===== src/rtl/desc_cond_eval.sv =====
module desc_cond_eval #(
  parameter int STAT_W     = 4,
  parameter int ADDR_W     = 32,
  parameter int DESC_BYTES = 16,
  parameter int MASK_LSB   = 16
) (
  input  logic              clk,
  input  logic              rst_n,
  input  logic              sel_wr_en,
  input  logic [1:0]        sel_wr_idx,
  input  logic [31:0]       sel_wr_data,
  input  logic              eval_strobe,
  input  logic [STAT_W-1:0] dev_status,
  input  logic [1:0]        irq_mode,
  input  logic [1:0]        br_mode,
  input  logic [1:0]        wait_mode,
  input  logic [ADDR_W-1:0] cur_ptr,
  input  logic [ADDR_W-1:0] dep_word,
  output logic              irq_pulse,
  output logic              adv_done,
  output logic              wait_hold,
  output logic              branch_taken,
  output logic [ADDR_W-1:0] next_ptr
);
  localparam int NSEL  = 3;
  localparam int ALIGN = $clog2(DESC_BYTES);

  logic [STAT_W-1:0] msk [NSEL];
  logic [STAT_W-1:0] cmp [NSEL];
  logic [NSEL-1:0]   cond;

  genvar g;
  generate
    for (g = 0; g < NSEL; g++) begin : g_sel
      always_ff @(posedge clk) begin
        if (!rst_n) begin
          msk[g] <= '0;
          cmp[g] <= '0;
        end else if (sel_wr_en && sel_wr_idx == 2'(g)) begin
          msk[g] <= sel_wr_data[MASK_LSB +: STAT_W];
          cmp[g] <= sel_wr_data[STAT_W-1:0];
        end
      end
      assign cond[g] = ((dev_status ^ cmp[g]) & msk[g]) == '0;
    end
  endgenerate

  function automatic logic decide(input logic [1:0] mode, input logic c);
    case (mode)
      2'b00:   decide = 1'b0;
      2'b01:   decide = c;
      2'b10:   decide = !c;
      default: decide = 1'b1;
    endcase
  endfunction

  logic irq_d, br_d, wait_d;
  logic [ADDR_W-1:0] seq_ptr, br_ptr;

  assign irq_d   = decide(irq_mode,  cond[0]);
  assign br_d    = decide(br_mode,   cond[1]);
  assign wait_d  = decide(wait_mode, cond[2]);
  assign seq_ptr = cur_ptr + ADDR_W'(DESC_BYTES);
  assign br_ptr  = {dep_word[ADDR_W-1:ALIGN], {ALIGN{1'b0}}};

  always_ff @(posedge clk) begin
    if (!rst_n) begin
      irq_pulse    <= 1'b0;
      adv_done     <= 1'b0;
      wait_hold    <= 1'b0;
      branch_taken <= 1'b0;
      next_ptr     <= '0;
    end else begin
      irq_pulse <= 1'b0;
      adv_done  <= 1'b0;
      if (eval_strobe) begin
        wait_hold <= wait_d;
        if (!wait_d) begin
          irq_pulse    <= irq_d;
          adv_done     <= 1'b1;
          branch_taken <= br_d;
          next_ptr     <= br_d ? br_ptr : seq_ptr;
        end
      end
    end
  end
endmodule


===== config.mk =====
export PLATFORM = sky130hd
export DESIGN_NAME = desc_cond_eval
export DESIGN_NICKNAME = d
export VERILOG_FILES = /design/src/rtl/desc_cond_eval.sv
export SDC_FILE = /design/constraint.sdc
export NUM_CORES = 1
export LEC_CHECK = 0
export BUFFER_PORTS_ARGS = -buffer_cell sky130_fd_sc_hd__buf_2
export CAP_MARGIN = 10
export CORE_ASPECT_RATIO = 0.9
export CORE_UTILIZATION = 34
export DETAILED_ROUTE_END_ITERATION = 6
export PLACE_DENSITY = 0.72
export SLEW_MARGIN = 20
export SYNTH_ARGS = -nofsm -noshare
export SYNTH_HDL_FRONTEND = slang
export SYNTH_SLANG_ARGS = --single-unit

===== constraint.sdc =====
create_clock -name clk -period 2.3 [get_ports clk]
set_input_delay 0.23 -clock clk [delete_from_list [all_inputs] [get_ports clk]]
set_output_delay 0.23 -clock clk [all_outputs]
set_load 0.01 [all_outputs]

==> metrics.yaml, run 1 <==
status: "finished clean"
seq_area_frac_synth_pct: 42.6
rr_startpoint: "cmp[1][3]"
crit_path_top_delay_cell: "nor4_1"
grt_pass1_wl_um: 15200
worst_setup_path_start_kind: "flop"
rrSetupSlack_ns: 0.26
cts-root-buf: "clkbuf_8"
drc_errors: 0
synth_cell_types: 47
routedWlPerCell_um: 15.2
setup_tns_ns: 0
synth_edf_count: 24
period_needed_ns: 2.04
numPortBuffers: 119
rsz0062_at_grt: "false"
grt_max_degree: 28
met2_length_um: 4450
vias: 3232
crit_end: "next_ptr[23]"
fmax_mhz: 490
cts_hold_buf: 0
h-tree-depth: 3
dr.max_layer_used: "met4"
hold_class: "primary input to flop"
clock_sinks: 60
ant_nets: 0
wirelength_um: 9320
setup_viol: 0
fp-row-count: 34
clock_latency_ns: 0.35
synthArstFlopShare_pct: 0
max-cap-violations: 0
fin_crit_sh_pct: 88.8
yosysTopAreaCellShare_pct: 21.3
fin_skew_ns: 0.0151
antenna_found_initial: 0
globalRouteOverflowTotal: 0
powerDensity_mw_per_mm2: 637
drive_gt1_share_pct: 37.1
clock_path_buffers: 2
worst_pin_slew_ns: 0.594
grt_usage_pct: 18.6
area_growth_pct: 30.0
synthFlopType: "dfxtp_1"
num_antenna_cells: 0
start_util_pct: 35.0
post_cts_resized: 0
drv_slew: 0
cts_buffers: 9
first_pass_iters: 4
clk_pin_slew_ns: 0.09
synth_warnings: 0
cp-startpoint: "cmp[1][3]"
core_mm2: 0.00966
yosysTopAreaCell: "dfxtp_1"
max_slew_margin_pct: 60.0
yosysMostFrequentCell: "dfxtp_1"
syn_nets: 468
first_iter_violations: 177
fin_util_pct: 45.5
nets: 596
wl_met3_um: 546
synth.area.top_cells: "dfxtp_1 (21%), edfxtp_1 (21%), o21ba_2 (6.5%)"
die_y_um: 96.6
crit_chain: "xor2_1, a22oi_1, a21oi_4, buf_4, nor4_1, o32ai_1"
critical_path_class: "flop to flop"
netlist_area_mm2: 0.00338
ir_drop_mv: 0.257
met1Wirelength_um: 4080
synth_area_per_cell_um2: 9.53
reg2reg_depth: 6
grt_pass1_vias: 3208
dp_hpwl_um: 7220
crit_fanout: 15
arrival_ns: 2.25
dieWidth_um: 107
rr_endpoint: "next_ptr[23]"
max_stage_delay_ns: 0.45
cp.required_ns: 2.51
gp_congestion: 0.927
hold_viol: 0
die-area_mm2: 0.0104
synthCells: 355
p_leak_uw: 0.00183
ys_seq_elements: 60
cts_tree: "yes"
cts_setup_buffers: 0
io_pins: 148
synth_common_cells: "dfxtp_1 (36), inv_1 (29), and2_1 (24), edfxtp_1 (24)"
via_per_inst: 5.26
critPathCaptureType: "flop"
-- placed cells by master (no fill, tap or decap), types with 7 or more instances in the layout --
master      n
clkbuf_8    9
nand2_1    16
nand4_1     7
nor3_1     22
and2_1     24
a32o_1      9
o21ba_2    22
nand3_1    10
nor4_1     17
inv_1      29
buf_2     119
nor2_1     12
dfxtp_1    36
xor2_1     21
o32ai_1    22
buf_4      17
edfxtp_1   24
-- layer usage --
layer	global-route usage, %	vias up
li1	-	1597
met1	22.7	1516
met2	30.7	98
met3	5.12	21
met4	7.69	0
met5	0	-
-- critical path: cells and delay by family, from the launching register on --
kind | cells | cell delay [ns]
buffers and inverters | 1 | 0.23
AOI/OAI and AO/OA | 3 | 0.68
and+or+nand+nor | 1 | 0.45
xor gates and xnor gates | 1 | 0.16
DFF | 1 | 0.38
-- worst min path at each step --
stage          slack (ns)  cells after the start      endpoint          from
4_1_cts               0.1                      2   next_ptr[0]    cur_ptr[0]
3_5_place_dp         0.44                      2  next_ptr[15]  next_ptr[15]
3_3_place_gp         0.44                      2  next_ptr[27]  next_ptr[27]
6_report             0.11                      2   next_ptr[0]    cur_ptr[0]
2_1_floorplan        0.35                      2     wait_hold   eval_strobe
5_1_grt              0.10                      2   next_ptr[3]    cur_ptr[3]
-- where the power goes --
group          internal [uW]  leakage, uW  switching, uW  total (uW)
registers               1200     0.000531           42.3        1240
clock network            406    0.0000910            498         904
logic                    298      0.00121            356         654
total                   1910      0.00183            896        2800
-- flip-flops by register name, indices dropped and copies added (netlist names) --
register	flops
msk	12
adv_done	1
wait_hold	1
irq_pulse	1
cmp	12
next_ptr	32
branch_taken	1
-- per-stage QoR --
| stage | instances | total power (uW) | instance area (um2) | hold WS, ns | worst slack [ns] |
|---|---|---|---|---|---|
| after floorplan | 355 | 1640 | 3380 | 0.346 | 0.0637 |
| after global placement | 598 | 1900 | 4220 | 0.440 | 0.0750 |
| after detailed placement | 598 | 1920 | 4220 | 0.445 | 0.0627 |
| after CTS | 614 | 2830 | 4400 | 0.0954 | 0.266 |
| after global routing | 614 | 2960 | 4400 | 0.103 | 0.130 |
| final | 614 | 2800 | 4400 | 0.113 | 0.258 |
-- area by class of cell --
| class | count | area [um2] |
|---|---|---|
| fillers | 921 | 5260 |
| inverters | 30 | 113 |
| repair buffers | 137 | 743 |
| clock buffers | 9 | 124 |
| well taps | 126 | 158 |
| clock inverters | 7 | 56.3 |
| flip-flops and latches | 60 | 1440 |
| multi-input cells | 245 | 1760 |
-- logic make-up after synthesis --
family | count (synthesis) | share of synthesized area, %
AOI/OAI and AO/OA | 88 | 22.8
xor gates and xnor gates | 26 | 6.73
adders and majority gates | 1 | 0.370
buffers and inverters | 50 | 5.85
DFF | 60 | 42.6
muxes | 1 | 0.296
and+or+nand+nor | 129 | 21.3
Power figures use the tool's default switching activity.
==> run 2, diff against run 1 <==
RECOVER_POWER = 100   (was not set)
==> run 2 against run 1 <==
Against the previous run: sequential share of layout area is 0.45 points higher; setup slack got worse by 0.095 ns; critical path depth unchanged; global-route usage is the same; die area stayed put; count of clock-buffer cells in the layout unchanged; worst hold slack improved by 0.0034 ns; final cell count unchanged; via count barely moved; sequential power hardly changed; flip-flop and latch count unchanged; critical path type unchanged; critical endpoint is now next_ptr[14]; largest cell class unchanged; highest routed layer unchanged.
==> metrics.yaml, run 2 (synthesis results as in run 1) <==
p_int_uw: 1880  # -1.1%
clk_pin_slew_ns: 0.08  # about the same
wirelength_um: 9320  # unchanged
comb_power_share_pct: 22.7  # -0.6 points
numPortBuffers: 119  # unchanged
dp_hpwl_um: 7220  # unchanged
ir_drop_mv: 0.262  # +2.0%
die_y_um: 96.6  # unchanged
period_needed_ns: 2.14  # +0.0953 ns
cp.buffers_inverters: 1  # unchanged
gp_congestion: 0.927  # unchanged
p_leak_uw: 0.00165  # -9.6%
grt_max_degree: 28  # unchanged
powerDensity_mw_per_mm2: 641  # +0.63%
clock_latency_ns: 0.34  # about the same
h-tree-depth: 3  # unchanged
routedWlPerCell_um: 15.2  # unchanged
max-cap-violations: 0  # unchanged
rsz0062_at_grt: "false"
max_stage_delay_ns: 0.41  # -0.04 ns
hold_ws_ns: 0.116  # +0.00339 ns
cts_buffers: 9  # unchanged
clock_path_buffers: 2  # unchanged
globalRouteOverflowTotal: 0  # unchanged
crit_path_top_delay_cell: "a21bo_1"
critical-path-top-delay-family: "compound AO/OA/AOI/OAI gates"
post_cts_resized: 0  # unchanged
vias: 3233  # +0.031%
ant_nets: 0  # unchanged
core_mm2: 0.00966  # unchanged
hold_class: "primary input to flop"
first_iter_violations: 176  # -0.56%
cts_tree: "yes"
first_pass_iters: 5  # +1
io_pins: 148  # unchanged
dieWidth_um: 107  # unchanged
grt_pass1_wl_um: 15200  # unchanged
cp.required_ns: 2.54  # +0.03 ns
start_util_pct: 35.0  # unchanged
drv_slew: 0  # unchanged
cts-root-buf: "clkbuf_8"
max_slew_margin_pct: 57.8  # -2.2 points
final_common_cell: "buf_2"
setup_tns_ns: 0  # unchanged
grt_usage_pct: 18.6  # unchanged
status: "finished clean"
fp-row-count: 34  # unchanged
cts_hold_buf: 0  # unchanged
worst_pin_slew_ns: 0.632  # +0.0376 ns
hold_viol: 0  # unchanged
area_growth_pct: 28.2
crit_fanout: 12  # -3
top_register: "next_ptr"
swShare_pct: 32.3  # +0.27 points
via_per_inst: 5.27  # about the same
seq_power_share_pct: 44.8  # +0.4 points
antenna_found_initial: 0  # unchanged
fmax_mhz: 468  # -4.5%
fin_skew_ns: 0.0142  # -0.000885 ns
clock_sinks: 60  # unchanged
fill_cells: 947  # +2.8%
worst_setup_path_start_kind: "flop"
fin_crit_sh_pct: 92.9  # +4.1 points
crit_chain: "xor2_1, a22oi_1, nand4b_1, a21bo_1, clkbuf_2, o32ai_1"
power_switching_uw: 897  # about the same
grt_pass1_vias: 3208  # unchanged
largest_reg_flops: 32  # unchanged
num_antenna_cells: 0  # unchanged
arrival_ns: 2.37  # +0.12 ns
setup_viol: 0  # unchanged
critPathCaptureType: "flop"
drive_gt1_share_pct: 28.7  # -8.4 points
mostFrequentLayoutCells: "buf_2 (82), clkbuf_1 (40), dfxtp_1 (36)"
critical_path_class: "flop to flop"
pwr-share-clk_pct: 32.4  # about the same
largestRegisters: "next_ptr x32, cmp x12, msk x12"
nets: 596  # unchanged
cts_setup_buffers: 0  # unchanged
drc_errors: 0  # unchanged
die-area_mm2: 0.0104  # unchanged
## run 2: path summary, 6_finish.rpt
check             slack (ns)  cells after the start      endpoint    startpoint
hold / removal          0.12                      2   next_ptr[0]    cur_ptr[0]
hold reg to reg         0.46                      2  next_ptr[27]  next_ptr[27]
setup reg to reg        0.16                      6  next_ptr[14]     cmp[2][2]
setup / recovery        0.16                      6  next_ptr[14]     cmp[2][2]
## run 2: layer usage
layer	track usage [%]	share of wire, %	up-vias
li1	-	-	1599
met1	22.7	44	1520
met2	30.7	48	98
met3	5.12	5.6	16
met4	7.69	2.1	0
met5	0	0	-
## run 2: power by group through the flow
stage	Sequential [uW]	Clock (uW)	Combinational [uW]
3_5_place_dp	1270	0	653
2_1_floorplan	1300	0	339
4_1_cts	1250	931	656
5_1_grt	1260	982	694
3_3_place_gp	1260	0	638
6_report	1250	902	633
## run 2: area by class of cell
cell class                 count  area [um2]  share of cell area, %
tap                          126         158                   3.64
sequential                    60        1440                   33.2
clock inverter                 7        56.3                   1.30
timing repair buffer         137         683                   15.8
inverter                      30         113                   2.60
clock buffer                   9         124                   2.86
multi-input combinational    245        1760                   40.6
## run 2: stage by stage
step	total power [uW]	std cells	cell area [um2]	setup WS (ns)	util (%)
after floorplan	1640	355	3380	0.0637	-
after global placement	1900	598	4220	0.0750	43.7
after detailed placement	1920	598	4220	0.0627	43.7
after CTS	2830	614	4400	0.266	45.5
after global routing	2940	614	4340	0.0662	44.9
final	2780	614	4340	0.163	44.9
==> run 3, diff against run 2 <==
CORE_UTILIZATION = 43   (was 34)
PLACE_DENSITY = 0.86   (was 0.72)
==> run 3 against run 2 <==
Against the previous run: register-to-register slack gained 0.09 ns; sequential power about the same; sequential share of layout area increased by 0.28 points; clock skew fell by 0.0034 ns; setup slack improved by 0.095 ns; utilization up 12 points; maximum frequency is 4.6% higher.
==> metrics.yaml, run 3 (synthesis results as in run 1) <==
rr_endpoint: "next_ptr[12]"
max_slew_margin_pct: 54.1  # -3.7 points
num_antenna_cells: 0  # unchanged
fill_cells: 683  # -28%
p_int_uw: 2110  # +12%
cts_tree: "yes"
dieWidth_um: 95.5  # -11%
clock_latency_ns: 0.34  # about the same
largest_reg_flops: 32  # unchanged
via_per_inst: 5.65  # +7.3%
clock_sinks: 60  # unchanged
drive_gt1_share_pct: 28.5  # -0.18 points
largestRegisters: "next_ptr x32, cmp x12, msk x12"
area_growth_pct: 27.1
fp-row-count: 30  # -12%
numPortBuffers: 119  # unchanged
powerDensity_mw_per_mm2: 681  # +6.1%
met1_usage_pct: 27.3  # +4.7 points
dp_hpwl_um: 6660  # -7.7%
h-tree-depth: 3  # unchanged
final_common_cell: "buf_2"
grt_usage_pct: 22.7  # +4.2 points
cp.buffers_inverters: 1  # unchanged
rr_startpoint: "cmp[2][3]"
start_util_pct: 44.6  # +9.6 points
rrSetupSlack_ns: 0.26  # +0.09 ns
post_dp_cell_area_mm2: 0.00415  # -1.6%
swShare_pct: 28.0  # -4.3 points
reg2reg_depth: 6  # unchanged
period_needed_ns: 2.04  # -0.0949 ns
comb_power_share_pct: 21.3  # -1.4 points
use_met3_pct: 6.65  # +1.5 points
max_stage_delay_ns: 0.39  # -0.02 ns
p_leak_uw: 0.00166  # +0.42%
power_switching_uw: 819  # -8.7%
fin_area_mm2: 0.00430  # -0.84%
gp_congestion: 0.856  # -7.7%
critPathCaptureType: "flop"
die_y_um: 86.1  # -11%
fin_ws_ns: 0.258  # +0.0949 ns
crit_end: "next_ptr[12]"
nets: 592  # -0.67%
cts_buffers: 9  # unchanged
worst_pin_slew_ns: 0.686  # +0.0547 ns
cts_setup_buffers: 0  # unchanged
drc_errors: 0  # unchanged
path_depth: 6  # unchanged
setup_tns_ns: 0  # unchanged
io_pins: 148  # unchanged
pwr-share-clk_pct: 36.0  # +3.6 points
cp-startpoint: "cmp[2][3]"
post_cts_resized: 0  # unchanged
max-cap-violations: 0  # unchanged
grt_pass1_wl_um: 14300  # -5.6%
setup_viol: 0  # unchanged
fin_crit_sh_pct: 88.8  # -4.1 points
cts_hold_buf: 0  # unchanged
rsz0062_at_grt: "false"
antenna_found_initial: 0  # unchanged
grt_max_degree: 41  # +46%
first_iter_violations: 171  # -2.8%
seq_power_share_pct: 42.7  # -2.1 points
crit_path_top_delay_cell: "a21bo_2"
mostFrequentLayoutCells: "buf_2 (83), clkbuf_1 (39), dfxtp_1 (36)"
top_register: "next_ptr"
hold_viol: 0  # unchanged
ant_nets: 0  # unchanged
grtUsageMet2_pct: 38.1  # +7.4 points
crit_chain: "xor2_1, a22oi_1, nand4b_1, a21bo_2, clkbuf_2, o32ai_1"
globalRouteOverflowTotal: 0  # unchanged
die-area_mm2: 0.00822  # -21%
cp.required_ns: 2.54  # about the same
cts-root-buf: "clkbuf_8"
core_mm2: 0.00758  # -21%
routedWlPerCell_um: 15.4  # +1.8%
grt_pass1_vias: 3026  # -5.7%
ir_drop_mv: 0.283  # +7.9%
worst_setup_path_start_kind: "flop"
wirelength_um: 8960  # -3.8%
status: "finished clean"
clk_pin_slew_ns: 0.07  # about the same
top_usage_layer: "met2"
power_uw: 2930  # +5.2%
hold_class: "primary input to flop"
critical_path_class: "flop to flop"
first_pass_iters: 5  # unchanged
crit_fanout: 17  # +5
fmax_mhz: 490  # +4.6%
clock_path_buffers: 2  # unchanged
vias: 3276  # +1.3%
fin_skew_ns: 0.0108  # -0.00336 ns
pre_cts_ws_ns: 0.0881  # +0.0254 ns
drv_slew: 0  # unchanged
critical-path-top-delay-family: "compound AO/OA/AOI/OAI gates"
arrival_ns: 2.28  # -0.09 ns
-- run 3: cell count changes in the layout (fill, tap and decap cells not counted), moves of 2 or more --
cell,previous run,this run
bufinv_16,0,2
inv_6,4,0
buf_4,13,9
clkinv_2,1,3
-- run 3: cell type report --
class / instances / area [um2] / area share, %
inverter: 30 / 113 / 2.62
multi-input combinational: 245 / 1750 / 40.8
timing repair buffer: 133 / 656 / 15.3
sequential: 60 / 1440 / 33.5
clock inverter: 5 / 75.1 / 1.75
tap: 96 / 120 / 2.79
clock buffer: 11 / 141 / 3.29
-- run 3: metal layers --
metal | routed length (um) | share of wire [%] | up-vias
li1 | - | - | 1582
met1 | 3820 | 43 | 1571
met2 | 4410 | 49 | 108
met3 | 576 | 6.4 | 15
met4 | 158 | 1.8 | 0
met5 | 0 | 0 | -
-- run 3: worst min path at each step --
stage               slack (ns)         start      endpoint  depth (start not counted)
floorplan                 0.35   eval_strobe     wait_hold                          2
global placement          0.44  next_ptr[21]  next_ptr[21]                          2
global route              0.12    cur_ptr[2]   next_ptr[2]                          2
detailed placement        0.45  next_ptr[19]  next_ptr[19]                          2
finish                    0.12   irq_mode[1]     irq_pulse                          3
CTS                       0.11   irq_mode[1]     irq_pulse                          3
-- run 3: power groups by stage --
stage	registers (uW)	logic [uW]	clock network, uW
2_1_floorplan	1300	339	0
3_3_place_gp	1260	626	0
3_5_place_dp	1270	644	0
4_1_cts	1250	647	1070
5_1_grt	1260	687	1120
6_report	1250	625	1050
-- run 3: tightest hold or removal path: stages --
cell,delay [ns]
buf_2,0.07
mux2i_1,0.05
nor2_1,0.07
-- run 3: stage by stage --
stage,std cells,utilization [%],hold WS (ns)
after floorplan,355,-,0.346
after global placement,564,54.7,0.439
after detailed placement,564,54.7,0.446
after CTS,580,57.6,0.112
after global routing,580,56.7,0.116
final,580,56.7,0.117
